===== config.mk =====
export PLATFORM = sky130hd
export DESIGN_NAME = raster_sync_array
export DESIGN_NICKNAME = d
export VERILOG_FILES = /design/src/rtl/sync_pkg.sv /design/src/rtl/sync_pulse_gen.sv /design/src/rtl/sync_combiner.sv /design/src/rtl/sync_half_delay.sv /design/src/rtl/raster_sync_array.sv
export SDC_FILE = /design/constraint.sdc
export NUM_CORES = 1
export LEC_CHECK = 0
export BUFFER_PORTS_ARGS = -buffer_cell sky130_fd_sc_hd__buf_2
export CELL_PAD_IN_SITES_DETAIL_PLACEMENT = 1
export CELL_PAD_IN_SITES_GLOBAL_PLACEMENT = 2
export CORE_ASPECT_RATIO = 1.4
export CORE_MARGIN = 4
export CORE_UTILIZATION = 20
export CTS_CLUSTER_DIAMETER = 30
export DETAILED_ROUTE_END_ITERATION = 12
export PLACE_DENSITY = 0.85
export SETUP_SLACK_MARGIN = 0.02
export SLEW_MARGIN = 20
export SYNTH_ARGS = -nofsm -noshare
export SYNTH_HDL_FRONTEND = slang
export SYNTH_HIERARCHICAL = 1
export SYNTH_SLANG_ARGS = --single-unit

===== constraint.sdc =====
create_clock -name clk -period 2.98 [get_ports clk]
set_clock_uncertainty 0.1 [all_clocks]
set_input_delay 0.298 -clock clk [delete_from_list [all_inputs] [get_ports clk]]
set_output_delay 0.298 -clock clk [all_outputs]
set_load 0.05 [all_outputs]

===== src/rtl/sync_pkg.sv =====
package sync_pkg;

    // Combine operation encoding for each output
    typedef enum logic [1:0] {
        OP_AND  = 2'd0,
        OP_OR   = 2'd1,
        OP_XOR  = 2'd2,
        OP_PASS = 2'd3
    } comb_op_e;

    // RS flip-flop state of a pulse generator
    typedef enum logic {
        PULSE_LOW  = 1'b0,
        PULSE_HIGH = 1'b1
    } pulse_state_e;

endpackage


===== src/rtl/sync_pulse_gen.sv =====
module sync_pulse_gen
    import sync_pkg::*;
#(
    parameter int CW = 12
) (
    input  logic                 clk,
    input  logic                 rst,
    input  logic signed [CW-1:0] pos_x,
    input  logic signed [CW-1:0] pos_y,
    input  logic                 field_bit,
    input  logic signed [CW-1:0] set_x,
    input  logic signed [CW-1:0] set_y,
    input  logic signed [CW-1:0] clr_x,
    input  logic signed [CW-1:0] clr_y,
    input  logic                 fq_en,
    input  logic                 fq_val,
    output logic                 level
);

    pulse_state_e state, state_nxt;
    logic         field_ok;
    logic         set_hit;
    logic         clr_hit;

    assign field_ok = !fq_en || (field_bit == fq_val);
    assign set_hit  = field_ok && (pos_x == set_x) && (pos_y == set_y);
    assign clr_hit  = field_ok && (pos_x == clr_x) && (pos_y == clr_y);

    // State register
    always_ff @(posedge clk) begin
        if (rst) state <= PULSE_LOW;
        else     state <= state_nxt;
    end

    // Transitions: set-match, clear-match, clear-priority
    always_comb begin
        state_nxt = state;
        unique case (state)
            PULSE_LOW: begin
                if (set_hit && !clr_hit) state_nxt = PULSE_HIGH;
            end
            PULSE_HIGH: begin
                if (clr_hit) state_nxt = PULSE_LOW;
            end
        endcase
    end

    // Output process
    always_comb begin
        level = (state == PULSE_HIGH);
    end


    reset_low_chk: assert property (@(posedge clk) rst |=> !level);


    set_rise_chk: assert property (@(posedge clk) disable iff (rst)
        (set_hit && !clr_hit) |=> level);


    clr_wins_chk: assert property (@(posedge clk) disable iff (rst)
        clr_hit |=> !level);


    hold_level_chk: assert property (@(posedge clk) disable iff (rst)
        (!set_hit && !clr_hit) |=> $stable(level));

endmodule


===== src/rtl/sync_combiner.sv =====
module sync_combiner
    import sync_pkg::*;
#(
    parameter int NUM_GEN = 6,
    parameter int SEL_W   = 3
) (
    input  logic [NUM_GEN-1:0] levels,
    input  logic [SEL_W-1:0]   sel_a,
    input  logic [SEL_W-1:0]   sel_b,
    input  comb_op_e           op,
    input  logic               inv,
    output logic               y
);

    localparam int PAD_N = 2 ** SEL_W;

    logic [PAD_N-1:0] lv_pad;
    logic             opa;
    logic             opb;
    logic             raw;

    always_comb begin
        lv_pad                = '0;
        lv_pad[NUM_GEN-1:0]   = levels;
        opa                   = lv_pad[sel_a];
        opb                   = lv_pad[sel_b];
        unique case (op)
            OP_AND:  raw = opa & opb;
            OP_OR:   raw = opa | opb;
            OP_XOR:  raw = opa ^ opb;
            OP_PASS: raw = opa;
        endcase
        y = raw ^ inv;
    end

endmodule


===== src/rtl/sync_half_delay.sv =====
module sync_half_delay (
    input  logic clk,
    input  logic rst,
    input  logic d,
    input  logic en,
    output logic q
);

    logic cap;

    always_ff @(negedge clk) begin
        if (rst) cap <= 1'b0;
        else     cap <= d;
    end

    assign q = en ? cap : d;


    half_lag_chk: assert property (@(negedge clk) disable iff (rst)
        (en && !$past(rst)) |-> (q == $past(d)));

endmodule


===== src/rtl/raster_sync_array.sv =====
module raster_sync_array
    import sync_pkg::*;
#(
    parameter  int CW      = 12,
    parameter  int NUM_GEN = 6,
    parameter  int NUM_OUT = 4,
    localparam int SEL_W   = $clog2(NUM_GEN)
) (
    input  logic                       clk,
    input  logic                       rst,
    input  logic signed [CW-1:0]       pos_x,
    input  logic signed [CW-1:0]       pos_y,
    input  logic                       field_bit,
    input  logic [NUM_GEN*CW-1:0]      gen_set_x,
    input  logic [NUM_GEN*CW-1:0]      gen_set_y,
    input  logic [NUM_GEN*CW-1:0]      gen_clr_x,
    input  logic [NUM_GEN*CW-1:0]      gen_clr_y,
    input  logic [NUM_GEN-1:0]         gen_fq_en,
    input  logic [NUM_GEN-1:0]         gen_fq_val,
    input  logic [NUM_OUT*SEL_W-1:0]   cmb_sel_a,
    input  logic [NUM_OUT*SEL_W-1:0]   cmb_sel_b,
    input  logic [NUM_OUT*2-1:0]       cmb_op,
    input  logic [NUM_OUT-1:0]         cmb_inv,
    input  logic [NUM_OUT-1:0]         half_en,
    output logic [NUM_OUT-1:0]         sync_out
);

    logic [NUM_GEN-1:0] gen_level;
    logic [NUM_OUT-1:0] comb_level;

    generate
        for (genvar g = 0; g < NUM_GEN; g++) begin : g_pulse
            sync_pulse_gen #(.CW(CW)) u_pg (
                .clk       (clk),
                .rst       (rst),
                .pos_x     (pos_x),
                .pos_y     (pos_y),
                .field_bit (field_bit),
                .set_x     (gen_set_x[g*CW +: CW]),
                .set_y     (gen_set_y[g*CW +: CW]),
                .clr_x     (gen_clr_x[g*CW +: CW]),
                .clr_y     (gen_clr_y[g*CW +: CW]),
                .fq_en     (gen_fq_en[g]),
                .fq_val    (gen_fq_val[g]),
                .level     (gen_level[g])
            );
        end

        for (genvar o = 0; o < NUM_OUT; o++) begin : g_out
            sync_combiner #(.NUM_GEN(NUM_GEN), .SEL_W(SEL_W)) u_cmb (
                .levels (gen_level),
                .sel_a  (cmb_sel_a[o*SEL_W +: SEL_W]),
                .sel_b  (cmb_sel_b[o*SEL_W +: SEL_W]),
                .op     (comb_op_e'(cmb_op[o*2 +: 2])),
                .inv    (cmb_inv[o]),
                .y      (comb_level[o])
            );

            sync_half_delay u_hd (
                .clk (clk),
                .rst (rst),
                .d   (comb_level[o]),
                .en  (half_en[o]),
                .q   (sync_out[o])
            );
        end
    endgenerate

endmodule


==> results of run 1 <==
-- worst max path at each step --
| stage | depth (start not counted) | endpoint | slack (ns) |
|---|---|---|---|
| finish | 8 | g_out[2].u_hd/cap | -0.78 |
| global route | 8 | g_out[3].u_hd/cap | -0.86 |
| CTS | 8 | g_out[2].u_hd/cap | -0.78 |
| detailed placement | 10 | g_out[2].u_hd/cap | -1.06 |
| global placement | 10 | g_out[2].u_hd/cap | -0.99 |
| floorplan | 8 | g_out[0].u_hd/cap | -0.69 |
-- metal layers --
| metal | wire length (µm) | part of all wire [%] | GRT usage (%) | vias up |
|---|---|---|---|---|
| li1 | - | - | - | 2582 |
| met1 | 8972 | 36 | 20.89 | 2423 |
| met2 | 13670 | 54 | 38.64 | 229 |
| met3 | 1643 | 6.5 | 4.109 | 38 |
| met4 | 767 | 3.1 | 6.364 | 8 |
| met5 | 55 | 0.22 | 0 | - |
-- sequential cells by signal, indices dropped and copies added, names as in the netlist --
register	count
g_out.u_hd/cap	4
g_pulse.u_pg/level	6
-- final cells by class --
cell class              instances  area share [%]
flip-flops and latches         10           3.067
inverters                      12          0.6495
clock inverters                 4          0.2165
clock buffers                   4           1.281
diodes                          2         0.07216
repair buffers                398           30.15
multi-input cells             480           59.88
well taps                     260           4.691
-- tightest hold or removal path, stage by stage --
cell	delay, ns
buf_2	0.07
nand2_1	0.07
a41oi_1	0.15
nor3_1	0.07
-- cell usage after synthesis, drive strengths merged --
cell / n / share of area [%]
o21ai: 12 / 1.7
xnor2: 192 / 39
nor2: 10 / 0.86
nand2: 10 / 0.86
nor3: 12 / 1.4
mux2i: 8 / 1.8
inv: 16 / 1.4
nand4: 54 / 7.8
ha: 8 / 2.3
dfxtp: 10 / 4.6
xor2: 106 / 21
a22oi: 4 / 2.0
nor4: 30 / 5.2
a41oi: 6 / 1.2
and2b: 4 / 0.92
nor2b: 4 / 0.57
mux2: 12 / 3.4
mux4: 8 / 4.1
-- power groups by stage --
stage / sequential (W) / clock, W / combinational [W]
6_report: 0.000137 / 0.000307 / 0.000901
5_1_grt: 0.000137 / 0.000325 / 0.000986
4_1_cts: 0.000137 / 0.000316 / 0.000912
3_5_place_dp: 0.000142 / 0.0000168 / 0.000896
3_3_place_gp: 0.000142 / 0.0000168 / 0.000879
2_1_floorplan: 0.000142 / 0.0000168 / 0.000416
-- through the flow --
step | hold WS [ns] | cells | setup TNS, ns | worst slack, ns
after detailed placement | 0.5594 | 1159 | -3.841 | -1.064
final | 0.3569 | 1170 | -3.394 | -0.7786
after global placement | 0.5205 | 1159 | -3.525 | -0.9921
after global routing | 0.3831 | 1170 | -3.967 | -0.8585
after CTS | 0.3449 | 1165 | -3.230 | -0.7800
after floorplan | 0.2698 | 506 | -2.743 | -0.6857
-- what timing repair did --
item / in CTS / in global routing
pin swaps: 0 / 1
endpoints found under the hold margin: 0 / 0
setup endpoints to repair: 8 / 8
gates cloned: 0 / 0
resized for setup: 19 / 4
hold buffers: 0 / 0
buffers inserted: 3 / 3
-- cell families after synthesis --
| group | count (synthesis) | share of synthesized area [%] |
|---|---|---|
| simple gates | 124 | 17.52 |
| fa+ha+maj | 8 | 2.298 |
| compound gates | 22 | 4.882 |
| flops | 10 | 4.595 |
| xor+xnor | 298 | 59.91 |
| buf+inv | 16 | 1.379 |
| mux | 28 | 9.420 |
==> out/metrics.cfg, run 1 <==
[cts]
clock_path_buffers=2
clk_transition_reported_paths_ns=0.05
cts_sinks=10
cts_made_buffers=3
ctsHtreeMaxLevel=1
insertion_delay_ns=0.25
clockRootBuffer=clkbuf_16
clock_tree_from_tritoncts=done

[floorplanning]
boundaryPins=371
die_h_um=182.6
initial_utilization_pct=20.47
placement_rows=63
floorplan.die.width_um=132.7
core_region_area_mm2=0.02128
full_die_area_mm2=0.02424

[critical_path]
critPathMaxFanout=9
signal_arrival_time_at_the_worst_endpoint_ns=2.38
reg2reg_depth=8
worst_r2r_endpoint=g_out[2].u_hd/cap
worst-r2r-setup-slack_ns=-0.78
r2r-start=g_pulse[5].u_pg/level
worst_path_top_cell_family_by_delay=multiplexers
req_time_crit_path_ns=1.60
end_kind=flip-flop
crit_path_cell_trace=mux4_2 > a22oi_4 > ha_1 > mux2_2 > o21ai_2 > o21ai_2 > xor2_1 > nor2b_1
timing.critical_path.slowest_stage_cell=mux4_2
timing.critical_path.from=g_pulse[5].u_pg/level
crit_top_cell=o21ai_2
crit_path_max_incr_delay_ns=0.52
worstSetupPathType=flip-flop to flip-flop
setup.worst_path.start_class=flip-flop
critical_path.n_buffers_inverters=0

[layout]
postLayoutCellArea_mm2=0.006935
nNetsFinal=1284
n_fill_cell=2704
multiInputGateArea_mm2=0.004153
final_layout_size_suffix_gt1_share_pct=50.00
final_util_pct=32.59
mostFrequentLayoutCells=366 x buf_2, 192 x xnor2_1, 106 x xor2_1, 54 x nand4_1, 28 x buf_4
sequential_cell_area_um2=212.7
layout.cells.most_common=buf_2
area_growth_pct=59.19

[global_routing]
grt_remaining_overflow=0
grt_util_all_layers_pct=19.79
antenna_found_initial=6
first_global_vias=5957
grt_pass1_wl_um=36090
grt_start_max_net_pins=13

[hold_path]
worstHoldPathCells=4
hold_end=g_pulse[1].u_pg/level
hold_path_startpoint=gen_fq_en[1]
hp-class=input port to flip-flop

[sta]
worst_pin_slew_ns=0.6287
setup_repair_after_global_routing_missed_its_margin=yes
finalHoldViolCount=0
max-slew-margin-rel_pct=57.70
max_slew_violation_count=0
setup_viol=8
postLayoutSetupSlackWorst_ns=-0.7786

[drt]
drt_drc_violations_left=0
routed_len_inst_um=21.46
postRouteWirelength_um=25110
detail_route.vias_per_cell=4.513
firstDrtPassIters=4
antenna_left=0
initialDrtViolationCount=128
via_count=5280

[synth]
synth.yosys.warnings=6
postSynthNetCount=881
postSynthCellCount=506
syn_avg_cell_area_um2=8.610
synth.cell_area_mm2=0.004357
yosys.cell_types.count=21
flops_latches_synth=10
synth-seq-area-share_pct=4.595

[run_status]
violations=negative setup slack
run_status=finished, violations left

[power]
power.share.switching_pct=39.83
power.clock.fraction_pct=22.8
static-leakage-power_nw=3.173
total_power_w=0.001345
p_int_w=0.0008095
p_comb_share_pct=67.0
pwr_density_cell_mw_per_mm2=194.0
ir_worst_vdd_uv=126.3
p_switching_w=0.0005358
power_frac_seq_pct=10.2

[placement]
place.detailed.hpwl_um=22620
place_congestion=0.8465
port-buffer-count=370
postPlaceCellArea_mm2=0.006725

[run]
maxCapViolations=0

Power figures use the tool's default switching activity.
==> run 2: changes to the inputs <==
--- a/config.mk
+++ b/config.mk
@@ -13,6 +13,8 @@
 export CORE_UTILIZATION = 20
 export CTS_CLUSTER_DIAMETER = 30
 export DETAILED_ROUTE_END_ITERATION = 12
+export HOLD_SLACK_MARGIN = 0.06
+export MAX_ROUTING_LAYER = met4
 export PLACE_DENSITY = 0.85
 export SETUP_SLACK_MARGIN = 0.02
 export SLEW_MARGIN = 20
==> constraint.sdc (replaced) <==
create_clock -name clk -period 3.6 [get_ports clk]
set_clock_uncertainty 0.1 [all_clocks]
set_input_delay 0.36 -clock clk [delete_from_list [all_inputs] [get_ports clk]]
set_output_delay 0.36 -clock clk [all_outputs]
set_load 0.05 [all_outputs]
==> out/metrics.cfg, run 2 (same netlist as run 1, synthesis figures left out) <==
[critical_path]
critical_path.n_buffers_inverters=0  ; unchanged
crit_path_max_incr_delay_ns=0.48  ; was 0.52 ns
critPathMaxFanout=9  ; unchanged
setup.worst_path.start_class=flip-flop  ; unchanged
signal_arrival_time_at_the_worst_endpoint_ns=2.34  ; was 2.38 ns
end_kind=flip-flop  ; unchanged
reg2reg_depth=8  ; unchanged
worst_r2r_endpoint=g_out[2].u_hd/cap  ; unchanged
timing.critical_path.slowest_stage_cell=mux4_2  ; unchanged
req_time_crit_path_ns=1.90  ; was 1.60 ns
crit_top_cell=o21ai_2  ; unchanged
worstSetupPathType=flip-flop to flip-flop  ; unchanged
r2r-start=g_pulse[5].u_pg/level  ; unchanged
worst-r2r-setup-slack_ns=-0.44  ; was -0.78 ns
crit_path_cell_trace=mux4_2 > mux2i_2 > ha_1 > mux2_4 > o21ai_2 > o21ai_2 > xor2_1 > nor2b_1  ; was mux4_2 > a22oi_4 > ha_1 > mux2_2 > o21ai_2 > o21ai_2 > xor2_1 > nor2b_1
worst_path_top_cell_family_by_delay=multiplexers  ; unchanged

[floorplanning]
core_region_area_mm2=0.02128  ; unchanged
die_h_um=182.6  ; unchanged
placement_rows=63  ; unchanged
full_die_area_mm2=0.02424  ; unchanged
floorplan.die.width_um=132.7  ; unchanged
initial_utilization_pct=20.47  ; unchanged
boundaryPins=371  ; unchanged

[power]
total_power_w=0.001085  ; was 0.001345 W
static-leakage-power_nw=3.116  ; was 3.173 nW
pwr_density_cell_mw_per_mm2=159.0  ; was 194.0 mW/mm²
ir_worst_vdd_uv=118.4  ; was 126.3 µV

[sta]
setup_repair_after_global_routing_missed_its_margin=yes  ; unchanged
max-slew-margin-rel_pct=46.52  ; was 57.70%
setup_viol=4  ; was 8
final.setup.tns_ns=-1.670  ; was -3.394 ns
worst_hold_slack_ns=0.4235  ; was 0.3569 ns
worst_pin_slew_ns=0.7948  ; was 0.6287 ns
finalHoldViolCount=0  ; unchanged
postLayoutSetupSlackWorst_ns=-0.4366  ; was -0.7786 ns
max_slew_violation_count=0  ; unchanged

[hold_path]
hp-class=input port to flip-flop  ; unchanged
hold_path_startpoint=gen_fq_en[0]  ; was gen_fq_en[1]
hold_end=g_pulse[0].u_pg/level  ; was g_pulse[1].u_pg/level
worstHoldPathCells=4  ; unchanged

[layout]
nNetsFinal=1275  ; was 1284
area_growth_pct=56.69  ; was 59.19%
layout.cells.most_common=buf_2  ; unchanged
final_layout_size_suffix_gt1_share_pct=49.44  ; was 50.00%
largest_register_ff_count=6  ; unchanged
final_util_pct=32.08  ; was 32.59%
n_fill_cell=2703  ; was 2704
mostFrequentLayoutCells=370 x buf_2, 192 x xnor2_1, 106 x xor2_1, 54 x nand4_1, 24 x nor4_1  ; was 366 x buf_2, 192 x xnor2_1, 106 x xor2_1, 54 x nand4_1, 28 x buf_4

[drt]
antenna_left=0  ; unchanged
drt_drc_violations_left=0  ; unchanged
postRouteWirelength_um=24690  ; was 25110 µm
firstDrtPassIters=4  ; unchanged
detail_route.vias_per_cell=4.506  ; was 4.513
initialDrtViolationCount=121  ; was 128
routed_len_inst_um=21.26  ; was 21.46 µm
via_count=5232  ; was 5280

[placement]
place_congestion=0.8659  ; was 0.8465
place.detailed.hpwl_um=22120  ; was 22620 µm
port-buffer-count=370  ; unchanged
post-place-ws_ns=-0.6928  ; was -1.064 ns

[run_status]
violations=negative setup slack  ; unchanged
run_status=finished, violations left  ; unchanged

[global_routing]
grt_start_max_net_pins=13  ; unchanged
antenna_found_initial=3  ; was 6
grt_remaining_overflow=0  ; unchanged
first_global_vias=5954  ; was 5957
grt_pass1_wl_um=35480  ; was 36090 µm
grt_util_all_layers_pct=19.98  ; was 19.79%

[run]
maxCapViolations=0  ; unchanged

[cts]
insertion_delay_ns=0.25  ; about the same
clock_tree_from_tritoncts=done  ; unchanged
clk_transition_reported_paths_ns=0.05  ; about the same
clock_path_buffers=2  ; unchanged
cts_made_buffers=3  ; unchanged
ctsHtreeMaxLevel=1  ; unchanged
cts_hold_buffers=0  ; unchanged
clockRootBuffer=clkbuf_16  ; unchanged
cts_sinks=10  ; unchanged

## run 2: changes by cell type in the layout (fill, tap and decap cells not counted), moves of 2 or more
cell,change
mux2_4,+2
buf_4,-9
buf_6,-3
mux2_2,-2
buf_2,+4
## run 2: power by group
group | switching [W] | total (W) | internal (W)
logic | 0.000364 | 0.000740 | 0.000375
registers | 0.000000944 | 0.000114 | 0.000113
clock network | 0.0000792 | 0.000231 | 0.000152
total | 0.000444 | 0.00109 | 0.000641
## run 2: stage by stage
stage	cell area, µm²	cells
final	6827	1161
after global routing	6827	1161
after CTS	6800	1157
after detailed placement	6684	1154
after global placement	6684	1154
after floorplan	4372	506
## run 2: worst max-delay path by stage
stage                               start           endpoint  slack, ns  cells after the start
CTS                 g_pulse[5].u_pg/level  g_out[2].u_hd/cap      -0.45                      8
finish              g_pulse[5].u_pg/level  g_out[2].u_hd/cap      -0.44                      8
floorplan                    cmb_sel_a[0]  g_out[0].u_hd/cap      -0.42                      8
detailed placement           cmb_sel_b[6]  g_out[2].u_hd/cap      -0.69                      9
global placement             cmb_sel_b[6]  g_out[2].u_hd/cap      -0.62                      9
global route        g_pulse[5].u_pg/level  g_out[2].u_hd/cap      -0.51                      9
## run 2: layout make-up
type	instances	area, µm²	area share, %
clock inverters	4	15.01	0.2199
repair buffers	389	1994	29.22
flip-flops and latches	10	210.2	3.079
diodes	3	7.507	0.1100
clock buffers	3	75.07	1.100
well taps	260	325.3	4.765
inverters	12	45.04	0.6598
multi-input cells	480	4154	60.85
## run 2: timing repair
item | CTS | global route
pin swaps | 0 | 2
setup endpoints to repair | 4 | 4
buffers inserted | 0 | 1
gates resized for setup | 15 | 2
## run 2: per-layer routing
layer / GRT usage (%) / routed length [µm]
met1: 21.25 / 9223
met2: 39.42 / 13890
met3: 2.427 / 1186
met4: 3.744 / 390
met5: - / 0
## run 2: tightest hold or removal path: stages
cell     delay [ns]
buf_2          0.07
nand2_1        0.06
a41oi_1        0.15
nor3_1         0.07
==> run 3: changes to the inputs <==
--- a/config.mk
+++ b/config.mk
@@ -8,14 +8,14 @@
 export BUFFER_PORTS_ARGS = -buffer_cell sky130_fd_sc_hd__buf_2
 export CELL_PAD_IN_SITES_DETAIL_PLACEMENT = 1
 export CELL_PAD_IN_SITES_GLOBAL_PLACEMENT = 2
-export CORE_ASPECT_RATIO = 1.4
+export CORE_ASPECT_RATIO = 1.2
 export CORE_MARGIN = 4
-export CORE_UTILIZATION = 20
+export CORE_UTILIZATION = 18
 export CTS_CLUSTER_DIAMETER = 30
 export DETAILED_ROUTE_END_ITERATION = 12
 export HOLD_SLACK_MARGIN = 0.06
 export MAX_ROUTING_LAYER = met4
-export PLACE_DENSITY = 0.85
+export PLACE_DENSITY = 0.81
 export SETUP_SLACK_MARGIN = 0.02
 export SLEW_MARGIN = 20
 export SYNTH_ARGS = -nofsm -noshare
==> constraint.sdc (replaced) <==
create_clock -name clk -period 3.7 [get_ports clk]
set_clock_uncertainty 0.1 [all_clocks]
set_input_delay 0.37 -clock clk [delete_from_list [all_inputs] [get_ports clk]]
set_output_delay 0.37 -clock clk [all_outputs]
set_load 0.05 [all_outputs]
==> out/metrics.cfg, run 3 (same netlist as run 1, synthesis figures left out) <==
[sta]
max_slew_violation_count=0  ; unchanged
max-slew-margin-rel_pct=49.66  ; was 46.52%
setup_viol=4  ; unchanged
setup_repair_after_global_routing_missed_its_margin=yes  ; unchanged
worst_pin_slew_ns=0.7482  ; was 0.7948 ns
final.setup.tns_ns=-1.478  ; was -1.670 ns
postLayoutSetupSlackWorst_ns=-0.3894  ; was -0.4366 ns
worst_hold_slack_ns=0.4188  ; was 0.4235 ns
finalHoldViolCount=0  ; unchanged

[critical_path]
setup.worst_path.start_class=flip-flop  ; unchanged
crit_path_cell_trace=mux4_2 > a22oi_4 > ha_1 > mux2_4 > o21ai_2 > o21ai_2 > xor2_1 > nor2b_1  ; was mux4_2 > mux2i_2 > ha_1 > mux2_4 > o21ai_2 > o21ai_2 > xor2_1 > nor2b_1
worst_r2r_endpoint=g_out[1].u_hd/cap  ; was g_out[2].u_hd/cap
worst-r2r-setup-slack_ns=-0.39  ; was -0.44 ns
critPathMaxFanout=9  ; unchanged
r2r-start=g_pulse[5].u_pg/level  ; unchanged
signal_arrival_time_at_the_worst_endpoint_ns=2.34  ; about the same
crit_top_cell=o21ai_2  ; unchanged
reg2reg_depth=8  ; unchanged
req_time_crit_path_ns=1.95  ; was 1.90 ns
end_kind=flip-flop  ; unchanged
timing.critical_path.slowest_stage_cell=mux4_2  ; unchanged
crit_path_max_incr_delay_ns=0.50  ; was 0.48 ns
worstSetupPathType=flip-flop to flip-flop  ; unchanged

[global_routing]
grt_pass1_wl_um=34990  ; was 35480 µm
antenna_found_initial=3  ; unchanged
grt_remaining_overflow=0  ; unchanged
grt_util_all_layers_pct=18.26  ; was 19.98%
grt_start_max_net_pins=13  ; unchanged
first_global_vias=5781  ; was 5954

[placement]
port-buffer-count=370  ; unchanged
place.detailed.hpwl_um=22550  ; was 22120 µm
place_congestion=0.8418  ; was 0.8659

[drt]
detail_route.vias_per_cell=4.291  ; was 4.506
postRouteWirelength_um=25260  ; was 24690 µm
initialDrtViolationCount=120  ; was 121
via_count=5261  ; was 5232
drt_drc_violations_left=0  ; unchanged
routed_len_inst_um=20.61  ; was 21.26 µm
firstDrtPassIters=4  ; unchanged
antenna_left=0  ; unchanged

[run]
maxCapViolations=0  ; unchanged

[power]
p_switching_w=0.0004309  ; was 0.0004443 W
ir_worst_vdd_uv=108.7  ; was 118.4 µV
power.clock.fraction_pct=22.8  ; was 21.3%
p_int_w=0.0006450  ; was 0.0006408 W
power_frac_seq_pct=10.3  ; was 10.5%
power.share.switching_pct=40.05  ; was 40.95%
static-leakage-power_nw=3.135  ; was 3.116 nW
pwr_density_cell_mw_per_mm2=155.7  ; was 159.0 mW/mm²
p_comb_share_pct=66.8  ; was 68.2%

[hold_path]
worstHoldPathCells=4  ; unchanged
hold_end=g_pulse[3].u_pg/level  ; was g_pulse[0].u_pg/level
hp-class=input port to flip-flop  ; unchanged
hold_path_startpoint=gen_fq_en[3]  ; was gen_fq_en[0]

[cts]
clockRootBuffer=clkbuf_16  ; unchanged
clock_path_buffers=2  ; unchanged
cts_sinks=10  ; unchanged
clock_tree_from_tritoncts=done  ; unchanged
ctsHtreeMaxLevel=1  ; unchanged
clk_transition_reported_paths_ns=0.05  ; about the same
cts_made_buffers=3  ; unchanged
insertion_delay_ns=0.25  ; about the same

[layout]
layout.cells.most_common=buf_2  ; unchanged
nNetsFinal=1276  ; was 1275
area_growth_pct=58.62  ; was 56.69%
final_layout_size_suffix_gt1_share_pct=49.33  ; was 49.44%
n_fill_cell=3049  ; was 2703
mostFrequentLayoutCells=370 x buf_2, 192 x xnor2_1, 106 x xor2_1, 54 x nand4_1, 24 x nor4_1  ; unchanged
largest_register_ff_count=6  ; unchanged

[floorplanning]
initial_utilization_pct=18.23  ; was 20.47%
boundaryPins=371  ; unchanged
full_die_area_mm2=0.02677  ; was 0.02424 mm²
core_region_area_mm2=0.02389  ; was 0.02128 mm²
floorplan.die.width_um=150.0  ; was 132.7 µm
die_h_um=178.4  ; was 182.6 µm
placement_rows=62  ; was 63

[run_status]
run_status=finished, violations left  ; unchanged
violations=negative setup slack  ; unchanged

run 3: changes by cell type in the layout (fill, tap and decap cells not counted), sizes merged:
cell | before | now
buf | 389 | 390
diode | 3 | 6
clkbuf | 3 | 4
run 3: metrics by stage:
| step | util (%) | total power, W | area (µm²) | cells | setup WS [ns] |
|---|---|---|---|---|---|
| after global placement | 28.23 | 0.0008379 | 6744 | 1212 | -0.6032 |
| final | 28.92 | 0.001076 | 6910 | 1226 | -0.3894 |
| after global routing | 28.89 | 0.001156 | 6903 | 1223 | -0.4835 |
| after detailed placement | 28.23 | 0.0008509 | 6744 | 1212 | -0.6473 |
| after CTS | 28.74 | 0.001091 | 6867 | 1217 | -0.3762 |
| after floorplan | - | 0.0004623 | 4372 | 506 | -0.3812 |
run 3: per-layer routing:
metal,wire [µm],global-route usage (%),up-vias
li1,-,-,2571
met1,9562,19.74,2456
met2,13590,34.57,216
met3,1788,3.380,18
met4,320,3.814,0
met5,0,-,-
run 3: how the worst max path moves through the flow:
stage	from	endpoint	slack [ns]	cells past startpoint
detailed placement	cmb_sel_b[3]	g_out[1].u_hd/cap	-0.65	9
CTS	g_pulse[5].u_pg/level	g_out[3].u_hd/cap	-0.38	8
global placement	cmb_sel_b[3]	g_out[1].u_hd/cap	-0.60	9
finish	g_pulse[5].u_pg/level	g_out[1].u_hd/cap	-0.39	8
floorplan	cmb_sel_a[0]	g_out[0].u_hd/cap	-0.38	8
global route	g_pulse[5].u_pg/level	g_out[1].u_hd/cap	-0.48	8
run 3: timing repair:
item | 4_1_cts | 5_1_grt
buffers inserted | 1 | 3
gates cloned | 0 | 0
resized for setup | 9 | 4
hold buffers | 0 | 0
setup endpoints to repair | 4 | 4
pin swaps | 0 | 1
hold endpoints to repair | 0 | 0
run 3: area by class of cell:
type | count | area, µm² | area share [%]
clock inverters | 4 | 15.01 | 0.2173
clock buffers | 4 | 88.84 | 1.286
flip-flops and latches | 10 | 210.2 | 3.042
diodes | 6 | 15.01 | 0.2173
multi-input cells | 480 | 4134 | 59.82
repair buffers | 390 | 2002 | 28.97
inverters | 12 | 45.04 | 0.6518
well taps | 320 | 400.4 | 5.794
run 3: power by group through the flow:
| stage | logic, W | registers, W | clock network, W |
|---|---|---|---|
| floorplan | 0.000335 | 0.000114 | 0.0000135 |
| global placement | 0.000710 | 0.000114 | 0.0000135 |
| detailed placement | 0.000723 | 0.000114 | 0.0000135 |
| CTS | 0.000727 | 0.000112 | 0.000252 |
| global route | 0.000783 | 0.000111 | 0.000261 |
| finish | 0.000719 | 0.000111 | 0.000246 |
run 3: worst max-delay path, delay by kind of cell (launching register included):
kind	cells	cell delay [ns]
mux	2	0.76
compound gates	3	0.42
flops	1	0.37
fa+ha+maj	1	0.26
xor+xnor	1	0.15
simple gates	1	0.13
